[src/rtl/epp_port_pkg.sv]
package epp_port_pkg;

    localparam int DATA_W   = 8;
    localparam int OFS_W    = 3;
    localparam int NUM_REGS = 5;
    localparam int CTRL_W   = 4;

    typedef enum logic [OFS_W-1:0] {
        OFS_DATA  = 3'd0,
        OFS_STAT  = 3'd1,
        OFS_CTRL  = 3'd2,
        OFS_EADDR = 3'd3,
        OFS_EDATA = 3'd4
    } reg_ofs_e;

    typedef enum logic [2:0] {
        ST_IDLE,
        ST_SETUP,
        ST_STROBE,
        ST_WAIT,
        ST_DONE,
        ST_RECOVER
    } cyc_state_e;

    typedef enum logic [1:0] {
        BASE_OFF = 2'd0,
        BASE_HI  = 2'd1,
        BASE_MID = 2'd2,
        BASE_LO  = 2'd3
    } base_sel_e;

    typedef struct packed {
        logic busy;
        logic ack_n;
        logic paper_out;
        logic online;
        logic fault_n;
    } pin_status_t;

endpackage

[src/rtl/epp_addr_decode.sv]
module epp_addr_decode
    import epp_port_pkg::*;
#(
    parameter int                ADDR_W      = 10,
    parameter logic [ADDR_W-1:0] BASE_HI_AD  = 'h3BC,
    parameter logic [ADDR_W-1:0] BASE_MID_AD = 'h378,
    parameter logic [ADDR_W-1:0] BASE_LO_AD  = 'h278
) (
    input  logic [ADDR_W-1:0] addr_i,
    input  logic [1:0]        base_sel_i,
    output logic              hit_o,
    output reg_ofs_e          ofs_o
);

    logic [ADDR_W-1:0] base_addr;
    logic [ADDR_W-1:0] delta;

    always_comb begin
        unique case (base_sel_e'(base_sel_i))
            BASE_HI:  base_addr = BASE_HI_AD;
            BASE_MID: base_addr = BASE_MID_AD;
            BASE_LO:  base_addr = BASE_LO_AD;
            default:  base_addr = '0;
        endcase
        delta = addr_i - base_addr;
        hit_o = (base_sel_e'(base_sel_i) != BASE_OFF) && (delta < ADDR_W'(NUM_REGS));
        ofs_o = reg_ofs_e'(delta[OFS_W-1:0]);
    end

endmodule

[src/rtl/epp_cycle_fsm.sv]
module epp_cycle_fsm
    import epp_port_pkg::*;
#(
    parameter int STRB_CYC = 45,
    parameter int REC_CYC  = 100,
    parameter int TMO_CYC  = 500
) (
    input  logic              clk_i,
    input  logic              rst_ni,
    input  logic              start_i,
    input  logic              start_wr_i,
    input  logic              start_addr_i,
    input  logic [DATA_W-1:0] wdata_i,
    input  logic              busy_i,
    input  logic [DATA_W-1:0] pd_i,
    output logic              idle_o,
    output logic              done_o,
    output logic              wr_act_o,
    output logic              dstb_o,
    output logic              astb_o,
    output logic              drive_o,
    output logic [DATA_W-1:0] pd_o,
    output logic [DATA_W-1:0] rd_byte_o,
    output logic              tmo_set_o
);

    localparam int MAX_AB  = (STRB_CYC > REC_CYC) ? STRB_CYC : REC_CYC;
    localparam int CNT_MAX = (MAX_AB > TMO_CYC) ? MAX_AB : TMO_CYC;
    localparam int CNT_W   = $clog2(CNT_MAX + 1);
    localparam logic [CNT_W-1:0] STRB_LAST = CNT_W'(STRB_CYC - 1);
    localparam logic [CNT_W-1:0] REC_LAST  = CNT_W'(REC_CYC - 1);
    localparam logic [CNT_W-1:0] TMO_LAST  = CNT_W'(TMO_CYC - 1);

    cyc_state_e        state_q, state_d;
    logic [CNT_W-1:0]  cnt_q;
    logic              is_wr_q, is_addr_q;
    logic [DATA_W-1:0] pd_q, rd_q;
    logic              stb_on, strobe_end, tmo_hit;

    // state register
    always_ff @(posedge clk_i) begin
        if (!rst_ni) state_q <= ST_IDLE;
        else         state_q <= state_d;
    end

    // next-state selection
    always_comb begin
        state_d = state_q;
        unique case (state_q)
            ST_IDLE:    if (start_i) state_d = start_wr_i ? ST_SETUP : ST_STROBE;
            ST_SETUP:   state_d = ST_STROBE;
            ST_STROBE:  if (cnt_q == STRB_LAST) state_d = busy_i ? ST_WAIT : ST_DONE;
            ST_WAIT:    if (!busy_i || cnt_q == TMO_LAST) state_d = ST_DONE;
            ST_DONE:    state_d = ST_RECOVER;
            ST_RECOVER: if (cnt_q == REC_LAST) state_d = ST_IDLE;
            default:    state_d = ST_IDLE;
        endcase
    end

    assign strobe_end = (state_q inside {ST_STROBE, ST_WAIT}) && (state_d == ST_DONE);
    assign tmo_hit    = (state_q == ST_WAIT) && busy_i && (cnt_q == TMO_LAST);

    // phase counter and cycle context
    always_ff @(posedge clk_i) begin
        if (!rst_ni) begin
            cnt_q     <= '0;
            is_wr_q   <= 1'b0;
            is_addr_q <= 1'b0;
            pd_q      <= '0;
            rd_q      <= '0;
        end else begin
            if (state_d != state_q || state_q == ST_IDLE) cnt_q <= '0;
            else                                        cnt_q <= cnt_q + 1'b1;
            if (state_q == ST_IDLE && start_i) begin
                is_wr_q   <= start_wr_i;
                is_addr_q <= start_addr_i;
                if (start_wr_i) pd_q <= wdata_i;
            end
            if (strobe_end && !is_wr_q) rd_q <= pd_i;
        end
    end

    // outputs
    always_comb begin
        stb_on    = (state_q == ST_STROBE) || (state_q == ST_WAIT);
        idle_o    = (state_q == ST_IDLE);
        done_o    = (state_q == ST_DONE);
        wr_act_o  = is_wr_q && (state_q inside {ST_SETUP, ST_STROBE, ST_WAIT, ST_DONE});
        dstb_o    = stb_on && !is_addr_q;
        astb_o    = stb_on && is_addr_q;
        drive_o   = wr_act_o;
        pd_o      = pd_q;
        rd_byte_o = rd_q;
        tmo_set_o = tmo_hit;
    end


    busy_release_chk: assert property (@(posedge clk_i) disable iff (!rst_ni)
        $fell(stb_on) |-> (!$past(busy_i) || $past(tmo_hit)));

endmodule

[src/rtl/epp_reg_file.sv]
module epp_reg_file
    import epp_port_pkg::*;
(
    input  logic              clk_i,
    input  logic              rst_ni,
    input  logic              epp_mode_i,
    input  logic              wr_acc_i,
    input  logic              rd_acc_i,
    input  reg_ofs_e          ofs_i,
    input  logic [DATA_W-1:0] wdata_i,
    input  pin_status_t       pins_i,
    input  logic              tmo_set_i,
    input  logic [DATA_W-1:0] epp_byte_i,
    output logic [DATA_W-1:0] rdata_o,
    output logic [CTRL_W-1:0] ctrl_o,
    output logic              tmo_o
);

    logic [DATA_W-1:0] data_q;
    logic [CTRL_W-1:0] ctrl_q;
    logic              tmo_q;
    logic              stat_rd;

    assign stat_rd = rd_acc_i && (ofs_i == OFS_STAT);

    always_ff @(posedge clk_i) begin
        if (!rst_ni) begin
            data_q <= '0;
            ctrl_q <= '0;
            tmo_q  <= 1'b0;
        end else begin
            if (wr_acc_i && ofs_i == OFS_DATA) data_q <= wdata_i;
            if (wr_acc_i && ofs_i == OFS_CTRL) ctrl_q <= wdata_i[CTRL_W-1:0];
            if (tmo_set_i)    tmo_q <= 1'b1;
            else if (stat_rd) tmo_q <= 1'b0;
        end
    end

    always_comb begin
        unique case (ofs_i)
            OFS_DATA:  rdata_o = data_q;
            OFS_STAT:  rdata_o = {pins_i.busy, pins_i.ack_n, pins_i.paper_out,
                                  pins_i.online, pins_i.fault_n, 2'b00, tmo_q};
            OFS_CTRL:  rdata_o = {{(DATA_W-CTRL_W){1'b0}}, ctrl_q};
            OFS_EADDR,
            OFS_EDATA: rdata_o = epp_mode_i ? epp_byte_i : '0;
            default:   rdata_o = '0;
        endcase
    end

    assign ctrl_o = ctrl_q;
    assign tmo_o  = tmo_q;


    tmo_sticky_chk: assert property (@(posedge clk_i) disable iff (!rst_ni)
        (tmo_q && !stat_rd) |=> tmo_q);

endmodule

[src/rtl/epp_port_ctrl.sv]
module epp_port_ctrl
    import epp_port_pkg::*;
#(
    parameter int                ADDR_W      = 10,
    parameter logic [ADDR_W-1:0] BASE_HI_AD  = 'h3BC,
    parameter logic [ADDR_W-1:0] BASE_MID_AD = 'h378,
    parameter logic [ADDR_W-1:0] BASE_LO_AD  = 'h278,
    parameter int                STRB_CYC    = 45,
    parameter int                REC_CYC     = 100,
    parameter int                TMO_CYC     = 500
) (
    input  logic              clk,
    input  logic              rst_n,
    input  logic [1:0]        cfg_base_sel,
    input  logic              cfg_epp_en,
    input  logic [ADDR_W-1:0] hst_addr,
    input  logic              hst_rd,
    input  logic              hst_wr,
    input  logic [7:0]        hst_wdata,
    output logic [7:0]        hst_rdata,
    output logic              hst_rdy,
    input  logic [7:0]        pd_in,
    output logic [7:0]        pd_out,
    output logic              buf_oe_n,
    output logic              buf_dir,
    input  logic              prn_busy,
    input  logic              prn_ack_n,
    input  logic              prn_paper_out,
    input  logic              prn_online,
    input  logic              prn_fault_n,
    output logic              prn_write_n,
    output logic              prn_data_stb_n,
    output logic              prn_addr_stb_n,
    output logic              prn_init_n
);

    localparam int RUN_W = $clog2(STRB_CYC + 1);
    localparam int GAP_W = $clog2(REC_CYC + 1);

    logic              hit, acc, epp_ofs, epp_req, start;
    reg_ofs_e          ofs;
    logic              f_idle, f_done, f_wr, f_dstb, f_astb, f_drive, f_tmo;
    logic [DATA_W-1:0] f_pd, f_rd, rf_rdata;
    logic [CTRL_W-1:0] ctrl;
    logic              tmo_flag, wr_acc, rd_acc;
    pin_status_t       pins;

    epp_addr_decode #(
        .ADDR_W(ADDR_W), .BASE_HI_AD(BASE_HI_AD),
        .BASE_MID_AD(BASE_MID_AD), .BASE_LO_AD(BASE_LO_AD)
    ) u_dec (
        .addr_i(hst_addr), .base_sel_i(cfg_base_sel), .hit_o(hit), .ofs_o(ofs)
    );

    always_comb begin
        acc     = hst_rd || hst_wr;
        epp_ofs = (ofs == OFS_EADDR) || (ofs == OFS_EDATA);
        epp_req = hit && acc && epp_ofs && cfg_epp_en;
        start   = epp_req && f_idle;
        if (!hit || !acc) hst_rdy = 1'b1;
        else if (f_idle)  hst_rdy = !epp_req;
        else if (f_done)  hst_rdy = epp_req;
        else              hst_rdy = 1'b0;
        wr_acc  = hit && hst_wr && hst_rdy && !epp_req;
        rd_acc  = hit && hst_rd && hst_rdy && !epp_req;
    end

    epp_cycle_fsm #(
        .STRB_CYC(STRB_CYC), .REC_CYC(REC_CYC), .TMO_CYC(TMO_CYC)
    ) u_fsm (
        .clk_i(clk), .rst_ni(rst_n), .start_i(start), .start_wr_i(hst_wr),
        .start_addr_i(ofs == OFS_EADDR), .wdata_i(hst_wdata), .busy_i(prn_busy),
        .pd_i(pd_in), .idle_o(f_idle), .done_o(f_done), .wr_act_o(f_wr),
        .dstb_o(f_dstb), .astb_o(f_astb), .drive_o(f_drive), .pd_o(f_pd),
        .rd_byte_o(f_rd), .tmo_set_o(f_tmo)
    );

    assign pins = '{busy: prn_busy, ack_n: prn_ack_n, paper_out: prn_paper_out,
                    online: prn_online, fault_n: prn_fault_n};

    epp_reg_file u_regs (
        .clk_i(clk), .rst_ni(rst_n), .epp_mode_i(cfg_epp_en), .wr_acc_i(wr_acc),
        .rd_acc_i(rd_acc), .ofs_i(ofs), .wdata_i(hst_wdata), .pins_i(pins),
        .tmo_set_i(f_tmo), .epp_byte_i(f_rd), .rdata_o(rf_rdata), .ctrl_o(ctrl),
        .tmo_o(tmo_flag)
    );

    always_comb begin
        hst_rdata      = hit ? rf_rdata : '0;
        pd_out         = f_pd;
        buf_oe_n       = !f_drive;
        buf_dir        = f_drive;
        prn_write_n    = cfg_epp_en ? !f_wr   : !ctrl[0];
        prn_data_stb_n = cfg_epp_en ? !f_dstb : !ctrl[1];
        prn_addr_stb_n = cfg_epp_en ? !f_astb : !ctrl[3];
        prn_init_n     = !ctrl[2];
    end

    // strobe run and gap counters observed on the pins
    logic             epp_stb;
    logic [RUN_W-1:0] run_q;
    logic [GAP_W-1:0] gap_q;

    assign epp_stb = cfg_epp_en && (!prn_data_stb_n || !prn_addr_stb_n);

    always_ff @(posedge clk) begin
        if (!rst_n) begin
            run_q <= '0;
            gap_q <= GAP_W'(REC_CYC);
        end else begin
            if (!epp_stb)                     run_q <= '0;
            else if (run_q != RUN_W'(STRB_CYC)) run_q <= run_q + 1'b1;
            if (epp_stb)                      gap_q <= '0;
            else if (gap_q != GAP_W'(REC_CYC)) gap_q <= gap_q + 1'b1;
        end
    end


    strobe_width_chk: assert property (@(posedge clk) disable iff (!rst_n)
        $fell(epp_stb) |-> (run_q == RUN_W'(STRB_CYC)));


    write_lead_chk: assert property (@(posedge clk) disable iff (!rst_n)
        ($rose(epp_stb) && !prn_write_n) |-> $past(!prn_write_n));


    read_buf_off_chk: assert property (@(posedge clk) disable iff (!rst_n)
        (epp_stb && prn_write_n) |-> (buf_oe_n && !buf_dir));


    recovery_gap_chk: assert property (@(posedge clk) disable iff (!rst_n)
        $rose(epp_stb) |-> (gap_q == GAP_W'(REC_CYC)));


    hold_off_chk: assert property (@(posedge clk) disable iff (!rst_n)
        (epp_stb && hit && acc) |-> !hst_rdy);

endmodule

[config.mk]
export PLATFORM = sky130hd
export DESIGN_NAME = epp_port_ctrl
export DESIGN_NICKNAME = d
export VERILOG_FILES = /design/src/rtl/epp_port_pkg.sv /design/src/rtl/epp_addr_decode.sv /design/src/rtl/epp_cycle_fsm.sv /design/src/rtl/epp_reg_file.sv /design/src/rtl/epp_port_ctrl.sv
export SDC_FILE = /design/constraint.sdc
export NUM_CORES = 1
export LEC_CHECK = 0
export BUFFER_PORTS_ARGS = -buffer_cell sky130_fd_sc_hd__buf_4
export CELL_PAD_IN_SITES_DETAIL_PLACEMENT = 1
export CELL_PAD_IN_SITES_GLOBAL_PLACEMENT = 1
export CORE_MARGIN = 3
export CORE_UTILIZATION = 44
export CTS_CLUSTER_SIZE = 16
export DETAILED_ROUTE_END_ITERATION = 12
export PLACE_DENSITY = 0.9
export SYNTH_ARGS = -nofsm -noshare
export SYNTH_HDL_FRONTEND = slang
export SYNTH_SLANG_ARGS = --single-unit
export TNS_END_PERCENT = 30
[constraint.sdc]
create_clock -name clk -period 5.5 [get_ports clk]
set_input_delay 0.55 -clock clk [delete_from_list [all_inputs] [get_ports clk]]
set_output_delay 0.55 -clock clk [all_outputs]
set_load 0.1 [all_outputs]
======== After elaboration in Yosys (flattened, before gate mapping) ========
Index checks and enable logic that the tools add are counted.
storage, ports and cells
  register bits after elaboration ......... 43
  output and inout bits ................... 23
  logic and storage cells ................. 99
operators by class
  $add $sub $neg .......................... 2
  order comparisons ....................... 1
  equality and inequality tests ........... 17
  mux-type cells .......................... 19
  bitwise gates (word level) .............. 1
  reduce and logical (&&, ||, !) cells .... 50
operators with widths
  cell                                                                            number
  8-bit one-hot mux with 4 select lines                                           1
  10-bit one-hot mux with 3 select lines                                          1
  1-bit logical AND                                                               22
  3-bit one-hot mux with 6 select lines                                           1
  8-bit 2-to-1 mux                                                                2
  3-bit 2-to-1 mux                                                                5
  1-bit zero test                                                                 13
  3-bit by 2-bit equality test with 1-bit output (second input constant)          4
  3-bit equality test (second input constant)                                     4
  10-bit by 3-bit less-than comparator with 1-bit output (second input constant)  1
  10-bit subtractor                                                               1
  9-bit by 1-bit adder with 9-bit output (second input constant)                  1
  9-bit by 6-bit equality test with 1-bit output (second input constant)          1
  9-bit by 7-bit equality test with 1-bit output (second input constant)          1
  9-bit equality test (second input constant)                                     1
  1-bit 2-to-1 mux                                                                8
  3-bit by 1-bit equality test with 1-bit output (second input constant)          2
  3-bit zero test                                                                 2
  1-bit logical OR                                                                6
  2-bit nonzero test                                                              3
  2-bit equality test (second input constant)                                     2
  4-bit nonzero test                                                              1
  2-bit OR reduction                                                              2
  3-bit != test                                                                   1
  other kinds (4)                                                                 4

======== Depth between registers and ports, before layout ========
  depth after elaboration ................. 16
  gate-level depth with buffers ........... 13
  mapped depth without buffers ............ 12

======== Cells and area by module ========
From an unflattened synthesis, not the netlist that was laid out.
second synthesis, totals
  cell total of the unflattened synthesis .. 348
  area, all modules ....................... 2921.6 µm²
by module, submodules not included
  module           times used  cells each  area each (µm²)
  epp_cycle_fsm    1           164         1381.3
  epp_reg_file     1           87          805.8
  epp_addr_decode  1           71          558.0
  epp_port_ctrl    1           26          176.4

======== Worst setup path before layout ========
No wires, ideal clock.
  kind .................................... input port to output port
  from .................................... input port cfg_base_sel[0]
  to ...................................... output port hst_rdata[0]
  arrival time ............................ 4075 ps
  data required time ...................... 4950 ps
  setup slack ............................. 875 ps
  stages .................................. 13
  path buffers ............................ 2
  cells stage by stage .................... inv_1 ha_1 buf_2 xor2_1 ha_1 xnor2_2 xnor2_1 or4_4 a211oi_4 nand2_1 or2_1 buf_2 nor2_1
between the ends
  cells in the longest elaborated chain, start to end .. 7
  elaborated cells on any way between the ends .. 16
RTL lines
  element                                                                    RTL line             RTL
  start, declared                                                            epp_port_ctrl.sv:14  input logic [1:0] cfg_base_sel,
  parallel branches: the longest is 6 deep, another holds 10-bit subtractor  --
  8-bit 2-to-1 mux (*)                                                       epp_port_ctrl.sv:89  hst_rdata = hit ? rf_rdata : '0;
  end, declared                                                              epp_port_ctrl.sv:20  output logic [7:0] hst_rdata,
Mark *: on every way between the ends.

======== Final worst setup path ========
  from .................................... input port cfg_base_sel[0]
  to ...................................... output port hst_rdy
between the ends
  cells in the longest elaborated chain, start to end .. 11
  elaborated cells on any way between the ends .. 20
RTL lines
  element                                                                                RTL line                                  RTL
  2-bit equality test or 2-bit by 1-bit equality test with 1-bit output (tied branches)  epp_addr_decode.sv:19                     unique case (base_sel_e'(base_sel_i))
  10-bit one-hot mux with 3 select lines                                                 epp_addr_decode.sv:19
  10-bit subtractor                                                                      epp_addr_decode.sv:25                     delta = addr_i - base_addr;
  10-bit by 3-bit less-than comparator with 1-bit output                                 epp_addr_decode.sv:26                     hit_o = (base_sel_e'(base_sel_i) != BASE_OFF) && (delta < ADDR_W'(NUM_REGS));
  1-bit logical AND                                                                      epp_addr_decode.sv:26
  1-bit logical AND (3 in series)                                                        epp_port_ctrl.sv:58                       epp_req = hit && acc && epp_ofs && cfg_epp_en;
  1-bit 2-to-1 mux or 1-bit zero test (tied branches)                                    epp_port_ctrl.sv:62, epp_port_ctrl.sv:61
  1-bit 2-to-1 mux                                                                       epp_port_ctrl.sv:61                       else if (f_idle) hst_rdy = !epp_req;
  1-bit 2-to-1 mux (*)                                                                   epp_port_ctrl.sv:60                       if (!hit || !acc) hst_rdy = 1'b1;
  end, declared                                                                          epp_port_ctrl.sv:21                       output logic hst_rdy,
Mark *: on every way between the ends. The rest lies on a longest branch, timed or not.

==> metrics.md <==
| Metric | Value |
|---|---|
| CTS tree | `yes` |
| Fmax | `228.4 MHz` |
| Final setup violation count | `0` |
| Pwr dens | `between 200 and 250 nW/µm²` |
| Min-Delay Path Depth | `3` |
| Final slew viol count | `0` |
| Launch point of the worst reg-to-reg path | `u_fsm.cnt_q[0]` |
| Final min period | `between 4 and 5 ns` |
| Final worst-path cycle share | `79.62%` |
| Max FO, Critical Path | `10` |
| Largest net degree at the start of global routing | `39` |
| Crit-path slowest cell | `or3_1` |
| Status | `complete, no violations` |
| Number of global-route vias before repair | `approximately 2,600` |
| Vias per std cell | `around 5.7` |
| Seq cells post-synth | `43` |
| Global-route wire length before repair | `between 10,000 and 15,000 µm` |
| TNS Setup | `0 ns` |
| Post-synth cell types | `59` |
| CP startpoint | `cfg_base_sel[0]` |
| 1st-iter DRT viols | `140` |
| Die area | `7244 µm²` |
| First-pass iteration count of the detailed router | `4` |
| GRT Overall Usage | `between 20% and 30%` |
| Place WS | `roughly 1.1 ns` |
| N_diodes | `0` |
| Hold Violations, Final | `0` |
| RSZ-0062 raised after global routing | `no` |
| Power after layout | `~0.67 mW` |
| Core Rows | `28` |
| Reg2Reg Setup Slack | `approximately 2.6 ns` |
| Worst setup EP type | `primary output` |
| EDFF count, synth | `0` |
| Initial Util | `about 46%` |
| Data required time of the critical path | `about 5 ns` |
| MaxCap Viol Count | `0` |
| Routed length per instance | `18.16 µm` |
| Post-CTS Setup Bufs | `0` |
| Final setup margin | `approximately 1.1 ns` |
| Layout fillers | `roughly 700` |
| Vias post-DR | `~2,500` |
| Crit Path Class | `in2out` |
| Ys Warns | `0` |
| CP Cell Sequence | `buf_4 -> inv_1 -> ha_1 -> xor2_1 -> ha_1 -> xnor2_2 -> xnor2_1 -> or4_4 -> a211oi_4 -> nand2_1 -> or2_1 -> or3_1 -> buf_4` |
| Largest cells by area after synthesis | `dfxtp_1 (31%), mux2i_1 (12%), nor2b_1 (8.0%), ha_1 (5.5%), mux2_2 (2.5%)` |
| Cts bufs inserted | `5` |
| Crit path largest cell delay | `about 0.45 ns` |
| # IOs | `between 60 and 70` |
| Grt total ovfl | `0` |
| Die height | `about 85 µm` |
| DP HPWL | `~5700 µm` |
| Reg2reg end | `u_fsm.rd_byte_o[1]` |
| Clk sink count | `between 40 and 50` |
| Clock-pin slew on the worst setup and hold paths | `~0.090 ns` |
| Syn_area_per_cell | `~9.0 µm²` |
| Worst R2R Path Depth | `8` |
| Slew @ Worst Pin | `1.039 ns` |
| GP Congestion | `0.7925` |
| Asr flop ratio synth | `0%` |
| Worst Path Buf+Inv | `3` |
| IO Port Bufs | `60` |
| Crit start category | `input pin` |
| Syn Std Cell Area | `2754 µm²` |
| Die width | `between 80 and 90 µm` |
| Final ANT Viol Nets | `0` |
| Crit path depth | `13` |
| H-tree levels | `2` |
| Net Count, Synth | `between 300 and 400` |
| WP data arrival | `approximately 3.8 ns` |
| Nets | `404` |
| Clock Tree Buf Depth | `2` |
| DR DRC count | `0` |
| Hold-fix buffers at CTS | `0` |
| Area growth from synthesis to final layout | `20.76%` |
| Post-cts resize count | `0` |
| Hold Path Class | `in2reg` |
| Core Box Area | `roughly 6000 µm²` |
| Pleak | `between 1 and 1.5 nW` |
| Final WL | `~7800 µm` |
| Synth top area share | `a little under a third` |
| Layout cell share with drive strength beyond 1 | `23.94%` |
| Synth area leader | `dfxtp_1` |
| CP endpoint | `hst_rdy` |
| Initial antenna violation count | `0` |
| Slew margin rel. | `between 30% and 40%` |
| Crit-path leading delay family | `simple AND/OR/NAND/NOR gates` |
| Cells after synthesis | `305` |
| Worst Clk Skew | `about 0.0052 ns` |
| Main flop type after synthesis | `dfxtp_1` |
| Sequential fraction of the synthesis area | `31.26%` |
| Worst VDD drop | `between 150 and 200 µV` |
| Worst-Skew Late Latency | `approximately 0.30 ns` |
| Clk root buf | `clkbuf_8` |
layout by cell type, fill, tap and decap left out, types with 4 or more instances in the layout:
master	n
a21oi_1	13
a22oi_1	8
and3_1	4
buf_4	60
clkbuf_8	5
dfxtp_1	43
ha_1	12
inv_1	12
mux2_2	6
mux2i_1	34
nand2_1	14
nand2b_1	5
nand3_1	4
nand3b_1	4
nand4_1	4
nor2_1	15
nor2b_1	35
nor3_1	4
o21ai_0	6
or4_1	4
xnor2_1	6
xor2_1	7
area by class of cell:
class / instances / area [µm²] / area share [%]
multi-input combinational: 232 / 1759 / 52.90
timing repair buffer: 60 / 450.4 / 13.54
clock buffer: 5 / 68.82 / 2.069
inverter: 12 / 45.04 / 1.354
sequential: 43 / 860.8 / 25.88
tap: 75 / 93.84 / 2.822
clock inverter: 3 / 47.55 / 1.430
cell usage after synthesis (all sizes together) (5+ instances only):
cell,instances
ha,12
xnor2,7
dfxtp,43
a21oi,15
mux2i,34
nand2b,5
or4,5
nand2,14
xor2,7
o21ai,8
and3,5
clkbuf,12
a22oi,8
nor2b,35
mux2,6
buf,6
inv,12
nor2,15
stage by stage:
stage / std cells / utilization (%) / hold slack [ns] / cell area [µm²]
final: 430 / 55.51 / 0.5019 / 3326
after global routing: 430 / 55.51 / 0.5037 / 3326
after CTS: 430 / 55.51 / 0.5035 / 3326
after detailed placement: 422 / 53.57 / 0.5096 / 3209
after global placement: 422 / 53.57 / 0.4814 / 3209
after floorplan: 305 / - / 0.4483 / 2754
power breakdown:
part	internal (mW)	switching, mW	total [mW]	leakage [nW]
Sequential	0.311	0.0000472	0.311	0.346
Clock	0.138	0.122	0.260	0.0587
Combinational	0.0476	0.0558	0.103	0.955
Total	0.496	0.178	0.674	1.36
worst register-to-register path, delay by kind of cell (launching register included):
kind,cells,cell delay (ns)
DFF,1,0.40
and+or+nand+nor,4,1.37
muxes,1,0.32
AOI/OAI and AO/OA,2,0.42
adders and majority gates,1,0.25
sequential cells by signal (all words and copies together) (netlist names):
register	count
u_fsm.is_wr_q	1
u_fsm.is_addr_q	1
u_fsm.cnt_q	9
u_regs.tmo_o	1
u_fsm.pd_o	8
u_fsm.rd_byte_o	8
u_regs.ctrl_o	4
u_fsm.state_q	3
u_regs.data_q	8
layer usage:
layer  global-route usage, %  routed length (µm)  vias to the layer above
li1                        -                   -                     1182
met1                   27.26                3331                     1196
met2                   38.49                3997                       61
met3                   4.951                 360                       17
met4                   5.612                 116                        0
met5                       0                   0                        -
how the worst min path moves through the flow:
stage / from / end / slack (ns)
final: pd_in[5] / u_fsm.rd_byte_o[5] / 0.50
after global routing: pd_in[4] / u_fsm.rd_byte_o[4] / 0.50
after CTS: pd_in[4] / u_fsm.rd_byte_o[4] / 0.50
after detailed placement: u_fsm.is_addr_q / u_fsm.is_addr_q / 0.51
after global placement: u_fsm.is_addr_q / u_fsm.is_addr_q / 0.48
after floorplan: u_fsm.is_addr_q / u_fsm.is_addr_q / 0.45
cells by family after synthesis:
family | share of synthesized area [%]
xor gates and xnor gates | 4.725
AOI/OAI and AO/OA | 15.40
DFF | 31.26
buffers and inverters | 4.861
muxes | 14.81
and+or+nand+nor | 23.49
adders and majority gates | 5.452
Note: power is estimated with default switching activity, not from simulation.
